**config.mk**
```make
export PLATFORM = sky130hd
export DESIGN_NAME = aperture_seq
export DESIGN_NICKNAME = d
export VERILOG_FILES = /design/src/rtl/aperture_seq_pkg.sv /design/src/rtl/aps_step_ctr.sv /design/src/rtl/aps_wait_timer.sv /design/src/rtl/aperture_seq.sv
export SDC_FILE = /design/constraint.sdc
export NUM_CORES = 1
export LEC_CHECK = 0
export BUFFER_PORTS_ARGS = -buffer_cell sky130_fd_sc_hd__buf_2
export CAP_MARGIN = 30
export CELL_PAD_IN_SITES_DETAIL_PLACEMENT = 1
export CELL_PAD_IN_SITES_GLOBAL_PLACEMENT = 1
export CORE_ASPECT_RATIO = 1.1
export CORE_UTILIZATION = 36
export CTS_CLUSTER_SIZE = 12
export DETAILED_ROUTE_END_ITERATION = 10
export GPL_ROUTABILITY_DRIVEN = 0
export PLACE_DENSITY = 0.78
export RECOVER_POWER = 50
export SLEW_MARGIN = 25
export SYNTH_ARGS = -nofsm -noshare
export SYNTH_HDL_FRONTEND = slang
export SYNTH_SLANG_ARGS = --single-unit
```
**constraint.sdc**
```tcl
create_clock -name clk -period 2.5 [get_ports clk]
set_input_delay 0.25 -clock clk [delete_from_list [all_inputs] [get_ports clk]]
set_output_delay 0.25 -clock clk [all_outputs]
set_load 0.02 [all_outputs]
```
**src/rtl/aperture_seq_pkg.sv**
```systemverilog
package aperture_seq_pkg;

  localparam int CTL_W   = 32;
  localparam int SEQ_LEN = 4;
  localparam int SEQ_W   = $clog2(SEQ_LEN);
  localparam int TO_W    = 16;

  localparam int BIT_INV = 0;
  localparam int BIT_EN  = 8;
  localparam int BIT_RST = 16;

  localparam logic [CTL_W-1:0] CTL_MASK =
    (CTL_W'(1) << BIT_INV) | (CTL_W'(1) << BIT_EN) | (CTL_W'(1) << BIT_RST);

  typedef enum logic [1:0] {
    OP_FLUSH = 2'd0,
    OP_UP    = 2'd1,
    OP_DOWN  = 2'd2,
    OP_RSVD  = 2'd3
  } op_e;

  typedef enum logic [1:0] {
    S_IDLE,
    S_WAIT,
    S_WR,
    S_CMD
  } st_e;

  typedef enum logic {
    PAT_FLUSH,
    PAT_SHUT
  } pat_e;

  // Control word for one step of a four-write pattern.
  function automatic logic [CTL_W-1:0] ctl_word(pat_e pat, logic [SEQ_W-1:0] step);
    logic [CTL_W-1:0] w;
    w = '0;
    w[BIT_INV] = (step == SEQ_W'(0));
    w[BIT_RST] = (step == SEQ_W'(2));
    w[BIT_EN]  = (pat == PAT_FLUSH) || (step == SEQ_W'(0));
    return w;
  endfunction

endpackage

```
**src/rtl/aps_step_ctr.sv**
```systemverilog
module aps_step_ctr #(
  parameter int LEN = 4
) (
  input  logic                   clk,
  input  logic                   rst_n,
  input  logic                   clr,
  input  logic                   adv,
  output logic [$clog2(LEN)-1:0] step,
  output logic                   last
);
  localparam int W = $clog2(LEN);

  always_ff @(posedge clk) begin
    if (!rst_n || clr)            step <= '0;
    else if (adv && !last)        step <= step + 1'b1;
    else if (adv)                 step <= '0;
  end

  assign last = (step == W'(LEN - 1));

endmodule

```
**src/rtl/aps_wait_timer.sv**
```systemverilog
module aps_wait_timer #(
  parameter int W = 16
) (
  input  logic         clk,
  input  logic         rst_n,
  input  logic         active,
  input  logic         tick,
  input  logic [W-1:0] limit,
  output logic         expired
);
  logic [W-1:0] cnt;

  assign expired = active && tick && (cnt == limit);

  always_ff @(posedge clk) begin
    if (!rst_n || !active)        cnt <= '0;
    else if (tick && !expired)    cnt <= cnt + 1'b1;
  end

  // waiting count never passes the limit
  assert_cnt_bound_R9: assert property (@(posedge clk) disable iff (!rst_n)
    active |-> (cnt <= limit));

endmodule

```
**src/rtl/aperture_seq.sv**
```systemverilog
module aperture_seq
  import aperture_seq_pkg::*;
(
  input  logic              clk,
  input  logic              rst_n,
  input  logic              cmd_req,
  input  logic [1:0]        cmd_op,
  output logic              cmd_ack,
  output logic              busy,
  input  logic [TO_W-1:0]   timeout_cfg,
  input  logic              idle_in,
  input  logic              wr_ready,
  output logic              wr_valid,
  output logic [CTL_W-1:0]  wr_data,
  output logic              cmdreg_req,
  input  logic              cmdreg_ack,
  output logic              err
);
  st_e  st, st_nx;
  pat_e pat_q;
  logic more_q;

  logic [SEQ_W-1:0] step;
  logic             step_last;
  logic             accept, wr_fire, seq_end, wait_tick, expired, cmd_done;
  op_e              op;

  assign op        = op_e'(cmd_op);
  assign accept    = cmd_req && (st == S_IDLE) && (op != OP_RSVD);
  assign wr_fire   = (st == S_WR) && wr_ready;
  assign seq_end   = wr_fire && step_last;
  assign wait_tick = (st == S_WAIT) && !idle_in;
  assign cmd_done  = (st == S_CMD) && cmdreg_ack;

  assign cmd_ack    = accept;
  assign busy       = (st != S_IDLE);
  assign wr_valid   = wr_fire;
  assign wr_data    = ctl_word(pat_q, step);
  assign cmdreg_req = (st == S_CMD);
  assign err        = expired;

  aps_step_ctr #(.LEN(SEQ_LEN)) u_step (
    .clk  (clk),
    .rst_n(rst_n),
    .clr  (st != S_WR),
    .adv  (wr_fire),
    .step (step),
    .last (step_last)
  );

  aps_wait_timer #(.W(TO_W)) u_timer (
    .clk    (clk),
    .rst_n  (rst_n),
    .active (st == S_WAIT),
    .tick   (wait_tick),
    .limit  (timeout_cfg),
    .expired(expired)
  );

  always_comb begin
    st_nx = st;
    case (st)
      S_IDLE: if (accept) st_nx = (op == OP_DOWN) ? S_WAIT : S_WR;
      S_WAIT: if (idle_in) st_nx = S_WR;
              else if (expired) st_nx = S_IDLE;
      S_WR:   if (seq_end) st_nx = more_q ? S_CMD : S_IDLE;
      S_CMD:  if (cmd_done) st_nx = S_WR;
      default: st_nx = S_IDLE;
    endcase
  end

  always_ff @(posedge clk) begin
    if (!rst_n) begin
      st     <= S_IDLE;
      pat_q  <= PAT_FLUSH;
      more_q <= 1'b0;
    end else begin
      st <= st_nx;
      if (accept) begin
        pat_q  <= (op == OP_DOWN) ? PAT_SHUT : PAT_FLUSH;
        more_q <= (op == OP_UP);
      end else if (seq_end) begin
        more_q <= 1'b0;
      end
    end
  end

  assert_wr_needs_ready_R6: assert property (@(posedge clk) disable iff (!rst_n)
    wr_valid |-> wr_ready);

  assert_data_bits_R2: assert property (@(posedge clk) disable iff (!rst_n)
    wr_valid |-> ((wr_data & ~CTL_MASK) == '0));

  assert_ack_when_free_R8: assert property (@(posedge clk) disable iff (!rst_n)
    cmd_ack |-> !busy);

  assert_ack_then_busy_R7: assert property (@(posedge clk) disable iff (!rst_n)
    cmd_ack |=> busy);

  assert_err_no_write_R9: assert property (@(posedge clk) disable iff (!rst_n)
    err |-> !wr_valid);

  assert_err_ends_R9: assert property (@(posedge clk) disable iff (!rst_n)
    err |=> !busy);

  assert_cmdreg_after_write_R4: assert property (@(posedge clk) disable iff (!rst_n)
    $rose(cmdreg_req) |-> $past(wr_valid));

  assert_cmdreg_quiet_R4: assert property (@(posedge clk) disable iff (!rst_n)
    cmdreg_req |-> !wr_valid);

endmodule

```
==> run_summary.xml, run 1 <==
<?xml version="1.0" encoding="UTF-8"?>
<metrics>
  <group name="finish">
    <metric name="synthToLayoutAreaGrowth" unit="%">8.35</metric>
    <metric name="final_cell_mix" unit="">sky130_fd_sc_hd__conb_1 (29), sky130_fd_sc_hd__buf_2 (25), sky130_fd_sc_hd__dfxtp_1 (21)</metric>
    <metric name="final_core_utilization" unit="%">41.6</metric>
    <metric name="layout_commonest_cell" unit="">sky130_fd_sc_hd__conb_1</metric>
    <metric name="proportion_of_layout_cells_with_a_drive_suffix_above_1" unit="%">18.3</metric>
    <metric name="antenna-diode-count" unit="">0</metric>
    <metric name="finish.net_count" unit="">264</metric>
  </group>
  <group name="timing">
    <metric name="post-route-min-period" unit="ns">2.23</metric>
    <metric name="tightestPinTransition" unit="ns">0.666</metric>
    <metric name="slew_headroom" unit="%">55.2</metric>
    <metric name="setup-tns-final" unit="ns">0</metric>
    <metric name="clock.fmax" unit="GHz">0.448</metric>
    <metric name="fin_max_slew_vios" unit="">0</metric>
    <metric name="setup_violations" unit="">0</metric>
    <metric name="timing.clock.skew" unit="ns">0.00576</metric>
    <metric name="finalHoldViolations" unit="">0</metric>
    <metric name="holdWs" unit="ns">0.285</metric>
    <metric name="fin_crit_sh" unit="%">89.4</metric>
    <metric name="setup_repair_after_global_routing_missed_its_margin" unit="">false</metric>
  </group>
  <group name="synthesis">
    <metric name="synth.ff_latch_count" unit="">22</metric>
    <metric name="synth-edff-count" unit="">0</metric>
    <metric name="synth_top_area_cell" unit="">sky130_fd_sc_hd__dfxtp_1</metric>
    <metric name="post_synth.cell_area_avg" unit="um2">8.22</metric>
    <metric name="synth_sequential_area_ratio" unit="%">26.0</metric>
    <metric name="primary_ff_master_synth" unit="">sky130_fd_sc_hd__dfxtp_1</metric>
    <metric name="synth_cells" unit="">206</metric>
    <metric name="synthesis.area" unit="um2">1690</metric>
    <metric name="synth.distinct_cells" unit="">40</metric>
    <metric name="post_synth_main_area_contributors" unit="">sky130_fd_sc_hd__dfxtp_1 (26%), sky130_fd_sc_hd__buf_4 (13%), sky130_fd_sc_hd__xnor2_1 (7.8%)</metric>
    <metric name="synthArstFlopShare" unit="%">0</metric>
    <metric name="ys.warnings.count" unit="">0</metric>
    <metric name="synth.top_cell.area_share" unit="%">26.0</metric>
  </group>
  <group name="detailed_routing">
    <metric name="routed_wirelength" unit="mm">4.02</metric>
    <metric name="route.detailed.vias_per_inst" unit="">5.17</metric>
    <metric name="post-route-drc-count" unit="">0</metric>
    <metric name="per_cell_routed_wire_length" unit="um">13.9</metric>
    <metric name="ant_nets" unit="">0</metric>
    <metric name="dr.pass1.iters" unit="">4</metric>
    <metric name="via_count" unit="">1493</metric>
    <metric name="dr.first_iter.drc_count" unit="">31</metric>
  </group>
  <group name="placed_design">
    <metric name="dp.final_hpwl" unit="mm">3.31</metric>
    <metric name="io_buffer_count" unit="">31</metric>
  </group>
  <group name="floorplan">
    <metric name="die_area" unit="um2">4980</metric>
    <metric name="dieWidth" unit="um">67.4</metric>
    <metric name="effective_utilization_at_floorplan" unit="%">38.4</metric>
    <metric name="die_height" unit="um">74.0</metric>
    <metric name="placeableCoreArea" unit="um2">4410</metric>
    <metric name="placementRows" unit="">25</metric>
    <metric name="pin_count" unit="">61</metric>
  </group>
  <group name="setup_path">
    <metric name="critical_path.endpoint_type" unit="">primary output</metric>
    <metric name="cp_data_arrival_time" unit="ns">1.98</metric>
    <metric name="cp.required" unit="ns">2.25</metric>
    <metric name="critical_path_class" unit="">flip-flop to primary output</metric>
    <metric name="cp_max_fo" unit="">9</metric>
    <metric name="startpoint_class" unit="">flip-flop</metric>
  </group>
  <group name="clock_tree">
    <metric name="clk_transition_reported_paths" unit="ns">0.09</metric>
    <metric name="ctsLongestPathBuffers" unit="">2</metric>
    <metric name="clk_latency" unit="ns">0.27</metric>
    <metric name="h_tree_lvl_count" unit="">1</metric>
    <metric name="clock_sink_count" unit="">22</metric>
    <metric name="cts_tree" unit="">yes</metric>
    <metric name="cts.root.buffer_cell" unit="">sky130_fd_sc_hd__clkbuf_8</metric>
    <metric name="cts_made_buffers" unit="">3</metric>
  </group>
  <group name="global_routing">
    <metric name="globalRouteTotalUtil" unit="%">17.5</metric>
    <metric name="grt_start_max_net_pins" unit="">15</metric>
    <metric name="grt_antenna_before_repair" unit="">0</metric>
    <metric name="first_global_vias" unit="">1423</metric>
    <metric name="grt_overflow" unit="">0</metric>
    <metric name="wire_length_of_the_first_global_routing_pass" unit="mm">6.72</metric>
  </group>
  <group name="flow_run">
    <metric name="max_cap_violations" unit="">0</metric>
  </group>
  <group name="run_status">
    <metric name="run_status" unit="">finished clean</metric>
  </group>
  <group name="power_and_ir_drop">
    <metric name="ir_worst_vdd" unit="V">0.000197</metric>
    <metric name="cellLeakagePower" unit="uW">0.000677</metric>
    <metric name="power-per-cell-area" unit="nW/um2">450</metric>
  </group>
  <group name="hold_path">
    <metric name="holdCritPathClass" unit="">input pin to flip-flop</metric>
  </group>
</metrics>
-- area by class of cell --
type,instances,area [um2]
clock buffer,3,41.3
multi-input combinational,170,1070
inverter,6,22.5
tap,54,67.6
sequential,22,442
timing repair buffer,33,163
fill,565,2570
clock inverter,1,30.0
-- report_power, final --
part | switching (uW) | internal [uW] | total, uW | leakage, uW
clock network | 125 | 214 | 339 | 0.0000357
registers | 8.37 | 355 | 364 | 0.000178
logic | 83.4 | 40.7 | 124 | 0.000463
-- synth_stat cells, drive strengths merged, types with 4 or more instances --
cell / instances
dfxtp: 22
xnor2: 16
ha: 4
nand2: 19
nand3: 5
nor2: 13
inv: 6
nand4: 11
or3: 4
mux2i: 5
nand2b: 6
o21ai: 6
or4: 6
o31ai: 5
a21oi: 13
nor3b: 4
buf: 33
-- path summary, 6_finish.rpt --
check / cells after the start / start / slack, ns / endpoint
worst max register to register: 6 / u_timer.cnt[6] / 0.43 / u_timer.cnt[15]
worst max-delay path: 5 / u_timer.cnt[6] / 0.27 / err
worst min register to register: 2 / u_timer.cnt[15] / 0.49 / u_timer.cnt[15]
worst min-delay path: 2 / rst_n / 0.28 / pat_q
-- state kept, by name, indices dropped and copies added (netlist names) --
register     flops
u_step.step      2
pat_q            1
u_timer.cnt     16
more_q           1
st               2
-- layer usage --
metal / vias to the layer above / GRT usage [%] / part of all wire [%]
met4: 0 / 4.26 / 1.0
met3: 6 / 2.45 / 4.8
li1: 728 / - / -
met2: 43 / 32.0 / 50
met5: - / 0 / 0
met1: 716 / 21.4 / 44
-- logic make-up (layout without fill, tap and decap cells) --
group	count (synthesis)	after routing	share of synthesized area (%)
other	1	29	0.221
adder cells (fa/ha/maj)	4	4	2.95
buffers and inverters	42	43	16.8
multiplexers	5	5	2.95
flip-flops	22	22	26.0
AO/OA/AOI/OAI	33	33	12.7
AND/OR/NAND/NOR	83	83	29.0
XOR/XNOR	16	16	9.38
-- through the flow --
step / worst slack (ns) / area (um2) / cells / power (uW)
after floorplan: 0.536 / 1800 / 234 / 494
after CTS: 0.0527 / 1850 / 289 / 835
after global routing: 0.115 / 1840 / 289 / 859
final: 0.266 / 1840 / 289 / 826
after global placement: 0.401 / 1780 / 285 / 494
after detailed placement: 0.357 / 1780 / 285 / 498
-- timing repair --
action / 4_1_cts / 5_1_grt
hold endpoints to repair: 0 / 0
endpoints found under the setup margin: 0 / 1
resized for setup: 0 / 2
hold buffers: 0 / 0
setup buffers: 0 / 0
-- critical path: stages, from the launching register on --
cell and delay, ns:
sky130_fd_sc_hd__dfxtp_1 0.49, sky130_fd_sc_hd__xnor2_1 0.17, sky130_fd_sc_hd__nand4_1 0.18, sky130_fd_sc_hd__or4_4 0.57, sky130_fd_sc_hd__nor2_1 0.12, sky130_fd_sc_hd__buf_2 0.18
No activity file was read; power rests on OpenSTA's default activity.
==> run 2: changes to the inputs <==
--- a/config.mk
+++ b/config.mk
@@ -8,5 +8,5 @@
 export BUFFER_PORTS_ARGS = -buffer_cell sky130_fd_sc_hd__buf_2
 export CAP_MARGIN = 30
-export CELL_PAD_IN_SITES_DETAIL_PLACEMENT = 1
+export CELL_PAD_IN_SITES_DETAIL_PLACEMENT = 0
 export CELL_PAD_IN_SITES_GLOBAL_PLACEMENT = 1
 export CORE_ASPECT_RATIO = 1.1
==> constraint.sdc (replaced) <==
create_clock -name clk -period 2.5 [get_ports clk]
set_input_delay 0.25 -clock clk [delete_from_list [all_inputs] [get_ports clk]]
set_output_delay 0.25 -clock clk [all_outputs]
set_load 0.1 [all_outputs]
==> run 2 against run 1 <==
Compared with the run above:
- register-to-register slack improved by 0.05 ns
- clock-buffer cell count is the same
- hold slack gained 0.0034 ns
- critical path type unchanged
- largest cell class unchanged
==> run_summary.xml, run 2 (synthesis results as in run 1) <==
<?xml version="1.0" encoding="UTF-8"?>
<metrics>
  <group name="run_status">
    <metric name="run_status" unit="">finished clean</metric>
  </group>
  <group name="finish">
    <metric name="final_cell_mix" unit="">sky130_fd_sc_hd__conb_1 (29), sky130_fd_sc_hd__buf_2 (23), sky130_fd_sc_hd__dfxtp_1 (20)</metric>
    <metric name="proportion_of_layout_cells_with_a_drive_suffix_above_1" unit="%">19.1</metric>
    <metric name="largest_register_ffs" unit="">16</metric>
    <metric name="max_flop_register" unit="">u_timer.cnt</metric>
    <metric name="synthToLayoutAreaGrowth" unit="%">9.67</metric>
    <metric name="cell_area_after_layout" unit="um2">1860</metric>
    <metric name="antenna-diode-count" unit="">0</metric>
    <metric name="layout_commonest_cell" unit="">sky130_fd_sc_hd__conb_1</metric>
    <metric name="instances_no_fill" unit="">290</metric>
    <metric name="reg.largest.list" unit="">u_timer.cnt: 16 flops, st: 2 flops, u_step.step: 2 flops</metric>
    <metric name="finish.net_count" unit="">265</metric>
  </group>
  <group name="floorplan">
    <metric name="placementRows" unit="">25</metric>
    <metric name="placeableCoreArea" unit="um2">4410</metric>
    <metric name="dieWidth" unit="um">67.4</metric>
    <metric name="die_area" unit="um2">4980</metric>
    <metric name="pin_count" unit="">61</metric>
    <metric name="effective_utilization_at_floorplan" unit="%">38.4</metric>
    <metric name="die_height" unit="um">74.0</metric>
  </group>
  <group name="detailed_routing">
    <metric name="ant_nets" unit="">0</metric>
    <metric name="post-route-drc-count" unit="">0</metric>
    <metric name="dr.pass1.iters" unit="">4</metric>
    <metric name="per_cell_routed_wire_length" unit="um">12.5</metric>
    <metric name="route.detailed.vias_per_inst" unit="">4.82</metric>
    <metric name="dr.first_iter.drc_count" unit="">63</metric>
    <metric name="via_count" unit="">1398</metric>
    <metric name="routed_wirelength" unit="mm">3.63</metric>
  </group>
  <group name="flow_run">
    <metric name="max_cap_violations" unit="">0</metric>
  </group>
  <group name="clock_tree">
    <metric name="post_cts_hold_buffer_count" unit="">0</metric>
    <metric name="clock_sink_count" unit="">22</metric>
    <metric name="ctsLongestPathBuffers" unit="">2</metric>
    <metric name="cts_made_buffers" unit="">3</metric>
    <metric name="h_tree_lvl_count" unit="">1</metric>
    <metric name="clk_transition_reported_paths" unit="ns">0.09</metric>
    <metric name="cts.root.buffer_cell" unit="">sky130_fd_sc_hd__clkbuf_8</metric>
    <metric name="clk_latency" unit="ns">0.27</metric>
    <metric name="cts_tree" unit="">yes</metric>
  </group>
  <group name="setup_path">
    <metric name="critical_path.endpoint_type" unit="">primary output</metric>
    <metric name="regToRegStartpoint" unit="">u_timer.cnt[7]</metric>
    <metric name="timing.reg2reg.worst_path_depth" unit="">6</metric>
    <metric name="worst_path_dominant_cell_family" unit="">simple AND/OR/NAND/NOR gates</metric>
    <metric name="r2r_slack" unit="ns">0.48</metric>
    <metric name="timing.critical_path.cells" unit="">xnor2_1, nand4_2, or4_1, nor2_2, buf_12</metric>
    <metric name="startpoint_class" unit="">flip-flop</metric>
    <metric name="cp.required" unit="ns">2.25</metric>
    <metric name="critical_path_s_slowest_cell" unit="">sky130_fd_sc_hd__or4_1</metric>
    <metric name="worstReg2RegEnd" unit="">u_timer.cnt[1]</metric>
    <metric name="cp_max_fo" unit="">7</metric>
    <metric name="slowest_delay" unit="ns">0.60</metric>
    <metric name="critical_path.startpoint" unit="">u_timer.cnt[7]</metric>
    <metric name="critPathBufInv" unit="">1</metric>
    <metric name="critical_path_class" unit="">flip-flop to primary output</metric>
    <metric name="cp_data_arrival_time" unit="ns">2.05</metric>
  </group>
  <group name="timing">
    <metric name="setup_repair_after_global_routing_missed_its_margin" unit="">false</metric>
    <metric name="tightestPinTransition" unit="ns">1.17</metric>
    <metric name="setup-tns-final" unit="ns">0</metric>
    <metric name="clock.fmax" unit="GHz">0.435</metric>
    <metric name="fin_crit_sh" unit="%">92.0</metric>
    <metric name="fin_max_slew_vios" unit="">0</metric>
    <metric name="timing.clock.skew" unit="ns">0.00835</metric>
    <metric name="slew_headroom" unit="%">22.6</metric>
    <metric name="post-route-min-period" unit="ns">2.30</metric>
    <metric name="finalHoldViolations" unit="">0</metric>
    <metric name="setup_violations" unit="">0</metric>
    <metric name="fin_worst_setup_slack" unit="ns">0.200</metric>
  </group>
  <group name="power_and_ir_drop">
    <metric name="ir_worst_vdd" unit="V">0.000291</metric>
    <metric name="cellLeakagePower" unit="uW">0.000683</metric>
    <metric name="power-per-cell-area" unit="nW/um2">542</metric>
  </group>
  <group name="placed_design">
    <metric name="dp.final_hpwl" unit="mm">2.86</metric>
    <metric name="numPlacedInstances" unit="">286</metric>
    <metric name="placed_cell_area" unit="um2">1810</metric>
    <metric name="place_worst_setup_slack" unit="ns">0.389</metric>
    <metric name="io_buffer_count" unit="">31</metric>
  </group>
  <group name="hold_path">
    <metric name="hold_path_end" unit="">pat_q</metric>
    <metric name="min_path_cells" unit="">2</metric>
    <metric name="holdCritPathClass" unit="">input pin to flip-flop</metric>
    <metric name="min-delay-start" unit="">rst_n</metric>
  </group>
  <group name="global_routing">
    <metric name="wire_length_of_the_first_global_routing_pass" unit="mm">5.98</metric>
    <metric name="grt_overflow" unit="">0</metric>
    <metric name="globalRouteTotalUtil" unit="%">15.9</metric>
    <metric name="first_global_vias" unit="">1278</metric>
    <metric name="grt_start_max_net_pins" unit="">15</metric>
    <metric name="grt_antenna_before_repair" unit="">0</metric>
  </group>
</metrics>
run 2: changes by cell type in the layout (fill, tap and decap cells not counted), sizes merged:
cell / previous run / this run
clkbuf: 9 / 10
run 2: worst max-delay path by stage:
stage,to,slack (ns),cells after the start
2_1_floorplan,err,0.03,6
3_3_place_gp,err,0.41,5
3_5_place_dp,err,0.39,5
4_1_cts,err,0.08,5
5_1_grt,err,0.06,5
6_report,err,0.20,5
run 2: cell type report:
class,count,area (um2)
clock buffer,3,41.3
clock inverter,1,30.0
fill,464,2550
inverter,6,22.5
multi-input combinational,170,1070
sequential,22,443
tap,54,67.6
timing repair buffer,34,185
run 2: layer usage:
metal  global-route usage, %  share of wire [%]
met1                    21.5                 49
met2                    25.8                 46
met3                    2.91                5.0
met4                    4.26               0.61
met5                       0                  0
run 2: metrics by stage:
step / hold WS (ns) / power [uW] / utilization (%)
finish: 0.288 / 1010 / 42.1
CTS: 0.278 / 1020 / 42.6
floorplan: 0.391 / 679 / -
global route: 0.289 / 1050 / 42.1
detailed placement: 0.478 / 680 / 40.9
global placement: 0.470 / 680 / 40.9
run 2: what timing repair did:
item / in CTS / in global routing
endpoints found under the setup margin: 0 / 1
resized for setup: 0 / 2
setup buffers: 0 / 0
run 2: worst reg2reg max path: cells and delay by family (launching register included):
family	cells	cell delay, ns
xor gates and xnor gates	1	0.17
DFF	1	0.49
AOI/OAI and AO/OA	2	0.26
buffers and inverters	1	0.27
and+or+nand+nor	2	0.76
run 2: report_power, final:
part           leakage (uW)  internal, uW  switching [uW]
combinational      0.000469          40.5             267
clock             0.0000357           214             123
sequential         0.000179           355            7.84
total              0.000683           610             398
==> run 3: changes to the inputs <==
- ABC_AREA: default -> 0
- CORE_ASPECT_RATIO: 1.1 -> default
- CORE_UTILIZATION: 36 -> 37
- CTS_BUF_LIST: default -> sky130_fd_sc_hd__clkbuf_8
- PLACE_DENSITY: 0.78 -> 0.8
==> run 3 against run 2 <==
Compared with the run above:
- register-to-register slack got worse by 0.03 ns
- final cell count decreased by 1.0%
- power is 12% lower
- flip-flop and latch count did not move
- utilization down 0.69 points
- worst setup slack gained 0.023 ns
- clock skew decreased by 0.0064 ns
- sequential power about the same
- sequential share of layout area grew 0.54 points
- largest cell class unchanged
- highest routed layer unchanged
==> run_summary.xml, run 3 (synthesis results as in run 1) <==
<?xml version="1.0" encoding="UTF-8"?>
<metrics>
  <group name="run_status">
    <metric name="run_status" unit="">finished clean</metric>
  </group>
  <group name="clock_tree">
    <metric name="gates_resized_cts_repair" unit="">0</metric>
    <metric name="cts_made_buffers" unit="">3</metric>
    <metric name="cts_setup_buffers" unit="">0</metric>
    <metric name="cts_tree" unit="">yes</metric>
    <metric name="ctsLongestPathBuffers" unit="">2</metric>
    <metric name="h_tree_lvl_count" unit="">1</metric>
    <metric name="clock_sink_count" unit="">22</metric>
    <metric name="post_cts_hold_buffer_count" unit="">0</metric>
    <metric name="clk_latency" unit="ns">0.26</metric>
    <metric name="cts.root.buffer_cell" unit="">sky130_fd_sc_hd__clkbuf_8</metric>
    <metric name="clk_transition_reported_paths" unit="ns">0.08</metric>
  </group>
  <group name="detailed_routing">
    <metric name="routed_wirelength" unit="mm">3.38</metric>
    <metric name="ant_nets" unit="">0</metric>
    <metric name="per_cell_routed_wire_length" unit="um">11.8</metric>
    <metric name="via_count" unit="">1408</metric>
    <metric name="post-route-drc-count" unit="">0</metric>
    <metric name="dr.first_iter.drc_count" unit="">69</metric>
    <metric name="dr.pass1.iters" unit="">4</metric>
    <metric name="route.detailed.vias_per_inst" unit="">4.91</metric>
  </group>
  <group name="finish">
    <metric name="reg.largest.list" unit="">u_timer.cnt: 16 flops, st: 2 flops, u_step.step: 2 flops</metric>
    <metric name="largest_register_ffs" unit="">16</metric>
    <metric name="synthToLayoutAreaGrowth" unit="%">7.24</metric>
    <metric name="instances_no_fill" unit="">287</metric>
    <metric name="finish.net_count" unit="">265</metric>
    <metric name="fill_cells" unit="">476</metric>
    <metric name="final_cell_mix" unit="">sky130_fd_sc_hd__conb_1 (29), sky130_fd_sc_hd__buf_2 (24), sky130_fd_sc_hd__dfxtp_1 (20)</metric>
    <metric name="cell_area_after_layout" unit="um2">1820</metric>
    <metric name="max_flop_register" unit="">u_timer.cnt</metric>
    <metric name="antenna-diode-count" unit="">0</metric>
    <metric name="layout_commonest_cell" unit="">sky130_fd_sc_hd__conb_1</metric>
    <metric name="proportion_of_layout_cells_with_a_drive_suffix_above_1" unit="%">18.3</metric>
  </group>
  <group name="setup_path">
    <metric name="cp_max_fo" unit="">6</metric>
    <metric name="slowest_delay" unit="ns">0.61</metric>
    <metric name="critical_path.endpoint_type" unit="">primary output</metric>
    <metric name="r2r_slack" unit="ns">0.45</metric>
    <metric name="critPathBufInv" unit="">1</metric>
    <metric name="critical_path_class" unit="">flip-flop to primary output</metric>
    <metric name="startpoint_class" unit="">flip-flop</metric>
    <metric name="cp_data_arrival_time" unit="ns">2.03</metric>
    <metric name="worst_path_dominant_cell_family" unit="">simple AND/OR/NAND/NOR gates</metric>
    <metric name="timing.critical_path.cells" unit="">xnor2_1, nand4_2, or4_1, nor2_2, buf_12</metric>
    <metric name="cp.required" unit="ns">2.25</metric>
    <metric name="critical_path_s_slowest_cell" unit="">sky130_fd_sc_hd__or4_1</metric>
  </group>
  <group name="hold_path">
    <metric name="holdCritPathClass" unit="">input pin to flip-flop</metric>
  </group>
  <group name="global_routing">
    <metric name="grt_start_max_net_pins" unit="">17</metric>
    <metric name="globalRouteMet2Util" unit="%">23.2</metric>
    <metric name="grt_busiest_layer" unit="">met2</metric>
    <metric name="wire_length_of_the_first_global_routing_pass" unit="mm">5.55</metric>
    <metric name="use_met3" unit="%">3.63</metric>
    <metric name="grt_util_met1" unit="%">18.5</metric>
    <metric name="globalRouteTotalUtil" unit="%">14.4</metric>
    <metric name="grt_antenna_before_repair" unit="">0</metric>
    <metric name="grt_overflow" unit="">0</metric>
    <metric name="first_global_vias" unit="">1235</metric>
  </group>
  <group name="timing">
    <metric name="post-route-min-period" unit="ns">2.28</metric>
    <metric name="fin_worst_setup_slack" unit="ns">0.223</metric>
    <metric name="fin_max_slew_vios" unit="">0</metric>
    <metric name="slew_headroom" unit="%">23.2</metric>
    <metric name="setup_violations" unit="">0</metric>
    <metric name="setup_repair_after_global_routing_missed_its_margin" unit="">false</metric>
    <metric name="finalHoldViolations" unit="">0</metric>
    <metric name="timing.clock.skew" unit="ns">0.00192</metric>
    <metric name="clock.fmax" unit="GHz">0.439</metric>
    <metric name="tightestPinTransition" unit="ns">1.16</metric>
    <metric name="fin_crit_sh" unit="%">91.1</metric>
    <metric name="setup-tns-final" unit="ns">0</metric>
  </group>
  <group name="power_and_ir_drop">
    <metric name="cellLeakagePower" unit="uW">0.000669</metric>
    <metric name="ir_worst_vdd" unit="V">0.000235</metric>
    <metric name="total_power" unit="uW">891</metric>
    <metric name="power-per-cell-area" unit="nW/um2">490</metric>
  </group>
  <group name="placed_design">
    <metric name="dp.final_hpwl" unit="mm">2.66</metric>
    <metric name="placed_cell_area" unit="um2">1800</metric>
    <metric name="numPlacedInstances" unit="">284</metric>
    <metric name="place_worst_setup_slack" unit="ns">0.392</metric>
    <metric name="io_buffer_count" unit="">31</metric>
  </group>
  <group name="floorplan">
    <metric name="pin_count" unit="">61</metric>
    <metric name="dieWidth" unit="um">69.7</metric>
    <metric name="effective_utilization_at_floorplan" unit="%">38.6</metric>
    <metric name="die_area" unit="um2">4850</metric>
    <metric name="die_height" unit="um">69.7</metric>
    <metric name="placeableCoreArea" unit="um2">4380</metric>
    <metric name="placementRows" unit="">24</metric>
  </group>
  <group name="flow_run">
    <metric name="max_cap_violations" unit="">0</metric>
  </group>
</metrics>
run 3: changes by cell type in the layout (fill, tap and decap cells not counted):
cell / before / now
sky130_fd_sc_hd__nor4_1: 2 / 3
sky130_fd_sc_hd__buf_2: 23 / 24
sky130_fd_sc_hd__nor4_2: 1 / 0
sky130_fd_sc_hd__bufinv_16: 1 / 0
sky130_fd_sc_hd__buf_4: 3 / 2
run 3: power by group:
part           switching (uW)  total, uW  internal (uW)
clock                     114        222            108
sequential               7.75        363            355
combinational             265        306           41.0
run 3: path summary, 6_finish.rpt:
kind / end / startpoint / cells after the start
worst min register to register: u_timer.cnt[15] / u_timer.cnt[15] / 2
worst max register to register: u_timer.cnt[15] / u_timer.cnt[8] / 6
worst max-delay path: err / u_timer.cnt[8] / 5
worst min-delay path: pat_q / rst_n / 2
run 3: cell type report:
class                   count  area, um2  share of cell area [%]
clock buffers               3       41.3                    2.27
inverters                   6       22.5                    1.24
flip-flops and latches     22        443                    24.4
well taps                  52       65.1                    3.58
repair buffers             34        183                    10.1
multi-input cells         170       1060                    58.5
run 3: metal layers:
layer	vias to the layer above	share of wire (%)
met3	8	5.1
met1	618	48
met4	0	2.1
li1	733	-
met5	-	0
met2	49	45
run 3: through the flow:
step / util (%) / hold WS, ns
3_3_place_gp: 41.1 / 0.466
6_report: 41.4 / 0.285
4_1_cts: 42.1 / 0.276
2_1_floorplan: - / 0.391
5_1_grt: 41.4 / 0.285
3_5_place_dp: 41.1 / 0.474
run 3: worst register-to-register path, cell delays in order (launching register included):
cell and delay, ns:
sky130_fd_sc_hd__dfxtp_1 0.37, sky130_fd_sc_hd__xnor2_1 0.26, sky130_fd_sc_hd__nand4_2 0.16, sky130_fd_sc_hd__nor4_1 0.31, sky130_fd_sc_hd__clkbuf_1 0.52, sky130_fd_sc_hd__nor4_1 0.17, sky130_fd_sc_hd__mux2i_1 0.15
